### src/rtl/colmix_pkg.sv
package colmix_pkg;
  localparam int BYTE_W    = 8;
  localparam int COL_BYTES = 4;
  localparam int COL_W     = BYTE_W * COL_BYTES;
  localparam int HALF      = COL_BYTES / 2;
  localparam logic [BYTE_W-1:0] RED_LOW = 8'h1B;

  typedef logic [BYTE_W-1:0] gf_byte_t;
  typedef gf_byte_t [COL_BYTES-1:0] col_arr_t;

  // byte r of the column lives in the top-down r-th byte lane
  function automatic col_arr_t unpack_col(input logic [COL_W-1:0] w);
    col_arr_t c;
    for (int r = 0; r < COL_BYTES; r++)
      c[r] = w[COL_W-1-BYTE_W*r -: BYTE_W];
    return c;
  endfunction

  function automatic logic [COL_W-1:0] pack_col(input col_arr_t c);
    logic [COL_W-1:0] w;
    for (int r = 0; r < COL_BYTES; r++)
      w[COL_W-1-BYTE_W*r -: BYTE_W] = c[r];
    return w;
  endfunction
endpackage

### src/rtl/cm_dbl_stage.sv
// Cascaded doubling: times-two and times-four from one byte.
module cm_dbl_stage
  import colmix_pkg::*;
(
  input  gf_byte_t din,
  output gf_byte_t x2,
  output gf_byte_t x4
);
  gf_byte_t red1;
  gf_byte_t red2;

  always_comb begin
    red1 = din[BYTE_W-1] ? RED_LOW : '0;
    x2   = {din[BYTE_W-2:0], 1'b0} ^ red1;
    red2 = x2[BYTE_W-1] ? RED_LOW : '0;
    x4   = {x2[BYTE_W-2:0], 1'b0} ^ red2;
  end
endmodule

### src/rtl/cm_inv_prep.sv
// Conditions a column so that a following forward mix yields the inverse mix.
module cm_inv_prep
  import colmix_pkg::*;
(
  input  logic     active,
  input  col_arr_t col_i,
  output col_arr_t col_o
);
  gf_byte_t pair_sum [HALF];
  gf_byte_t pair_x2  [HALF];
  gf_byte_t pair_x4  [HALF];

  for (genvar p = 0; p < HALF; p++) begin : g_pair
    assign pair_sum[p] = col_i[p] ^ col_i[p+HALF];

    cm_dbl_stage u_dbl (
      .din (pair_sum[p]),
      .x2  (pair_x2[p]),
      .x4  (pair_x4[p])
    );
  end

  for (genvar r = 0; r < COL_BYTES; r++) begin : g_lane
    assign col_o[r] = col_i[r] ^ (active ? pair_x4[r % HALF] : '0);
  end
endmodule

### src/rtl/cm_fwd_mix.sv
// Forward column mix with the key byte folded into the XOR tree.
module cm_fwd_mix
  import colmix_pkg::*;
(
  input  col_arr_t col_i,
  input  col_arr_t key_i,
  output col_arr_t col_o
);
  for (genvar r = 0; r < COL_BYTES; r++) begin : g_row
    localparam int N1 = (r + 1) % COL_BYTES;
    localparam int N2 = (r + 2) % COL_BYTES;
    localparam int N3 = (r + 3) % COL_BYTES;

    gf_byte_t adj_sum;
    gf_byte_t adj_x2;
    gf_byte_t adj_x4_unused;
    gf_byte_t rest;

    assign adj_sum = col_i[r] ^ col_i[N1];

    cm_dbl_stage u_dbl (
      .din (adj_sum),
      .x2  (adj_x2),
      .x4  (adj_x4_unused)
    );

    // key joins the branch that runs parallel to the doubling
    assign rest     = (col_i[N1] ^ col_i[N2]) ^ (col_i[N3] ^ key_i[r]);
    assign col_o[r] = adj_x2 ^ rest;
  end
endmodule

### src/rtl/col_mix_unit.sv
module col_mix_unit
  import colmix_pkg::*;
(
  input  logic             enc_mode,
  input  logic [COL_W-1:0] col_in,
  input  logic [COL_W-1:0] key_word,
  output logic [COL_W-1:0] col_out
);
  col_arr_t col_a;
  col_arr_t col_pre;
  col_arr_t key_m;
  col_arr_t mixed;

  assign col_a = unpack_col(col_in);
  assign key_m = unpack_col(key_word & {COL_W{enc_mode}});

  cm_inv_prep u_prep (
    .active (~enc_mode),
    .col_i  (col_a),
    .col_o  (col_pre)
  );

  cm_fwd_mix u_mix (
    .col_i (col_pre),
    .key_i (key_m),
    .col_o (mixed)
  );

  assign col_out = pack_col(mixed);
endmodule

### config.mk
export PLATFORM = sky130hd
export DESIGN_NAME = col_mix_unit
export DESIGN_NICKNAME = d
export VERILOG_FILES = /design/src/rtl/colmix_pkg.sv /design/src/rtl/cm_dbl_stage.sv /design/src/rtl/cm_inv_prep.sv /design/src/rtl/cm_fwd_mix.sv /design/src/rtl/col_mix_unit.sv
export SDC_FILE = /design/constraint.sdc
export NUM_CORES = 1
export LEC_CHECK = 0
export BUFFER_PORTS_ARGS = -buffer_cell sky130_fd_sc_hd__buf_2
export CORE_MARGIN = 4
export CORE_UTILIZATION = 51
export DETAILED_ROUTE_END_ITERATION = 10
export PLACE_DENSITY_LB_ADDON = 0.08
export SLEW_MARGIN = 15
export SYNTH_ARGS = -nofsm -noshare
export SYNTH_HDL_FRONTEND = slang
export SYNTH_SLANG_ARGS = --single-unit
### constraint.sdc
create_clock -name vclk -period 2.7
set_input_delay 0.27 -clock vclk [all_inputs]
set_output_delay 0.27 -clock vclk [all_outputs]
set_load 0.02 [all_outputs]
==> flow_summary.yaml, run 1 <==
routing:
  wl_um: 5612
  drt_iter0_markers: 64
  dr.pass1.iters: 4
  via_count: 1926
  via_per_inst: 4.698
  ant_nets: 0
  drc: 0
  post_drt_wl_per_cell_um: 13.69
placed_design:
  placedInstanceArea_um2: 2867
  dp.final_hpwl_um: 4961
  dp_slack_ns: 0.05137
  placed_cells_incl_taps: 410
  port_buffers: 97
  place_congestion: 0.8501
synthesis:
  yosysWarnings: 0
  synth.avg_cell_area_um2: 8.754
  synth.yosys.seq_area_share_pct: 0
  syn_area_um2: 2241
  syn_inst: 256
  syn_nets: 321
  synthDistinctLibCells: 21
grt:
  grt_antenna_before_repair: 0
  grt_use_total_pct: 20.52
  grt_pass1_vias: 1975
  grt_pass1_wl_um: 9018
  overflow: 0
  grt_max_degree: 15
run:
  cap_violations: 0
floorplan:
  die_y_um: 74.29
  die_area_um2: 5518
  start_util_pct: 54.45
  num_rows: 23
  dieWidth_um: 74.29
  core_area_um2: 4115
  pin_count: 97
worst_hold_path:
  min_path_type: "input port to output pin"
clocking:
  ctsHoldBuffers: 0
  cts_resized: 0
  postCtsSetupRepairBufs: 0
sta:
  min_period_over_period_pct: 95.44
  period_needed_ns: 2.577
  holdWs_ns: 1.046
  rsz0062_at_grt: "false"
  hold_viol: 0
  slew_violations: 0
  finalSetupViolCount: 0
  layout_setup_ws_ns: 0.1232
  worst_pin_slew_ns: 0.5739
  relSlewSlack_pct: 61.46
  clock.fmax_mhz: 388.1
  finalSetupTns_ns: 0
final_layout:
  final_cells: 410
  clkbuf_count: 0
  final_cell_mix: "xnor2_1, buf_2, xor2_1, mux2i_1"
  syn_to_final_growth_pct: 28.87
  final_common_cell: "xnor2_1"
  nNetsFinal: 427
  finish.instance_area_um2: 2888
  drive_above_1_share_pct: 36.39
  diodes: 0
  n_sequential_cell: 0
  fin_util_pct: 70.17
  regArea_um2: 0
status:
  status: "finished clean"
worst_setup_path:
  path_class: "input port to output pin"
  crit_fanout: 4
  cp.arrival_ns: 2.31
  cp-end-kind: "output pin"
  required_ns: 2.43
  startpoint_type: "input port"
power_and_ir_drop:
  irDropWorstVdd_v: 0.0004232
  total_leakage_power_nw: 1.248
  power_density_nw_per_um2: 830.9
  power_mw: 2.400
[synth_stat cells]
cell type	n	area share [%]
nand2b_1	1	0.28
nor2_1	7	1.2
xnor2_2	7	5.1
o21ai_0	1	0.22
a21oi_1	3	0.67
xor2_1	35	14
xnor2_4	2	2.5
mux2i_1	18	8.0
buf_2	4	0.89
clkbuf_1	3	0.50
inv_1	3	0.50
buf_6	1	0.50
xnor3_2	1	1.1
xnor3_1	3	3.0
nor2_4	1	0.50
nor2b_1	1	0.28
nor2_2	1	0.28
xnor2_1	142	55
buf_1	2	0.34
nand2_1	17	2.8
xor2_2	3	2.2
[per-layer routing]
| metal | up-vias | routed length [um] | global-route usage (%) |
|---|---|---|---|
| met5 | - | 0 | 0 |
| met4 | 0 | 0 | 0 |
| met3 | 0 | 312 | 0.2703 |
| met2 | 52 | 2820 | 38.19 |
| met1 | 879 | 2479 | 28.32 |
| li1 | 995 | - | - |
[critical path, stage by stage]
cell and delay, ns:
buf_2 0.18, xor2_4 0.21, xnor3_2 0.49, xnor2_1 0.21
nand2b_2 0.17, xnor2_4 0.24, xor2_1 0.21, xnor2_1 0.14
buf_2 0.19
[power by group]
part	internal [mW]	total, mW	switching (mW)	leakage [nW]
logic	1.05	2.40	1.35	1.25
registers	0	0	0	0
clock network	0	0	0	0
[kinds of logic after synthesis]
logic type / Yosys count / share of synthesized area [%]
buf+inv: 13 / 2.736
simple gates: 28 / 5.361
mux: 18 / 8.040
compound gates: 4 / 0.8929
xor+xnor: 193 / 82.97
[layout make-up]
cell class         count  area (um^2)
fillers              370         1227
repair buffers       114        613.1
well taps             50        62.56
multi-input cells    243         2201
inverters              3        11.26
[path summary, 6_finish.rpt]
| path | from | slack (ns) | to | cells after the start |
|---|---|---|---|---|
| min | col_in[16] | 1.05 | col_out[25] | 4 |
| max | col_in[31] | 0.12 | col_out[28] | 9 |
Note: power is estimated with default switching activity, not from simulation.
==> run 2: changes to the inputs <==
--- a/config.mk
+++ b/config.mk
@@ -7,7 +7,7 @@
 export LEC_CHECK = 0
 export BUFFER_PORTS_ARGS = -buffer_cell sky130_fd_sc_hd__buf_2
 export CORE_MARGIN = 4
-export CORE_UTILIZATION = 51
+export CORE_UTILIZATION = 55
 export DETAILED_ROUTE_END_ITERATION = 10
 export PLACE_DENSITY_LB_ADDON = 0.08
 export SLEW_MARGIN = 15
==> constraint.sdc (replaced) <==
create_clock -name vclk -period 3.1
set_input_delay 0.31 -clock vclk [all_inputs]
set_output_delay 0.31 -clock vclk [all_outputs]
set_load 0.02 [all_outputs]
==> flow_summary.yaml, run 2 (synthesis gave the netlist of run 1 again) <==
sta:
  finalSetupTns_ns: 0
  hold_viol: 0
  rsz0062_at_grt: "false"
  layout_setup_ws_ns: 0.3343
  min_period_over_period_pct: 89.22
  slew_violations: 0
  finalSetupViolCount: 0
  period_needed_ns: 2.766
  worst_pin_slew_ns: 0.5303
  clock.fmax_mhz: 361.6
  relSlewSlack_pct: 64.39
grt:
  grt_pass1_vias: 1964
  overflow: 0
  grt_pass1_wl_um: 8949
  grt_max_degree: 23
  grt_antenna_before_repair: 0
  grt_use_total_pct: 21.02
worst_hold_path:
  hold_depth: 4
  hp-start: "col_in[16]"
  min_path_type: "input port to output pin"
  holdPathEnd: "col_out[25]"
clocking:
  ctsHoldBuffers: 0
  postCtsSetupRepairBufs: 0
  cts_resized: 0
routing:
  ant_nets: 0
  wl_um: 5451
  met1_length_um: 2311
  wl_met3_um: 372
  drc: 0
  top_layer: "met4"
  dr.pass1.iters: 4
  post_drt_wl_per_cell_um: 13.53
  drt_iter0_markers: 36
  via_count: 1947
  route.met2.wl_um: 2746
  via_per_inst: 4.831
power_and_ir_drop:
  power_mw: 2.064
  power_density_nw_per_um2: 730.4
  seqPwrFrac_pct: 0
  irDropWorstVdd_v: 0.0004163
  intPower_mw: 0.8967
  p_comb_share_pct: 100.0
  p_sw_share_pct: 56.56
  clockPowerShare_pct: 0
  total_leakage_power_nw: 1.216
  p_sw_mw: 1.168
floorplan:
  start_util_pct: 58.99
  dieWidth_um: 71.83
  num_rows: 22
  pin_count: 97
  core_area_um2: 3799
  die_area_um2: 5160
  die_y_um: 71.83
placed_design:
  place_congestion: 0.8285
  port_buffers: 97
  dp_slack_ns: 0.3376
  dp.final_hpwl_um: 4817
worst_setup_path:
  cp-end-kind: "output pin"
  required_ns: 2.79
  startpoint_type: "input port"
  crit_fanout: 5
  path_class: "input port to output pin"
  cp.arrival_ns: 2.46
final_layout:
  final_common_cell: "xnor2_1"
  nNetsFinal: 422
  n_sequential_cell: 0
  drive_above_1_share_pct: 34.93
  syn_to_final_growth_pct: 26.13
  diodes: 0
  final_cell_mix: "xnor2_1, buf_2, xor2_1, mux2i_1, nand2_1"
  clkbuf_count: 0
  regArea_um2: 0
run:
  cap_violations: 0
status:
  status: "finished clean"
## run 2: changes by cell type in the layout (fill, tap and decap cells not counted), sizes merged
cell / delta
buf: -5
## run 2: how the worst max path moves through the flow
stage | depth (start not counted) | endpoint | startpoint
after floorplan | 9 | col_out[28] | col_in[15]
after global placement | 9 | col_out[20] | col_in[15]
after detailed placement | 9 | col_out[20] | col_in[15]
after CTS | 9 | col_out[20] | col_in[15]
after global routing | 9 | col_out[20] | col_in[15]
final | 9 | col_out[20] | col_in[15]
## run 2: critical path: stages
cell      delay [ns]
buf_2           0.18
xor2_2          0.28
xnor3_2         0.51
xnor2_1         0.18
nand2b_1        0.23
xnor2_4         0.27
xor2_1          0.19
xnor2_1         0.13
buf_2           0.18
## run 2: power groups by stage
stage          sequential [mW]  combinational (mW)  clock, mW
6_report                     0                2.06          0
2_1_floorplan                0                1.54          0
3_3_place_gp                 0                2.06          0
5_1_grt                      0                2.22          0
3_5_place_dp                 0                2.08          0
4_1_cts                      0                2.09          0
## run 2: layout make-up
class / count / area [um^2]
repair buffers: 109 / 575.6
well taps: 48 / 60.06
multi-input cells: 243 / 2180
fillers: 331 / 972.2
inverters: 3 / 11.26
## run 2: metrics by stage
stage | hold WS (ns) | utilization, % | instance area, um^2 | std cells
final | 1.124 | 74.41 | 2826 | 403
after global routing | 1.162 | 74.41 | 2826 | 403
after CTS | 1.127 | 74.41 | 2826 | 403
after detailed placement | 1.126 | 74.41 | 2826 | 403
after global placement | 1.118 | 74.41 | 2826 | 403
after floorplan | 0.9129 | - | 2241 | 256
## run 2: layer usage
layer | GRT usage [%] | up-vias
met5 | 0 | -
met4 | 1.044 | 0
met3 | 0.7013 | 2
met2 | 39.08 | 66
met1 | 28.04 | 893
li1 | - | 986
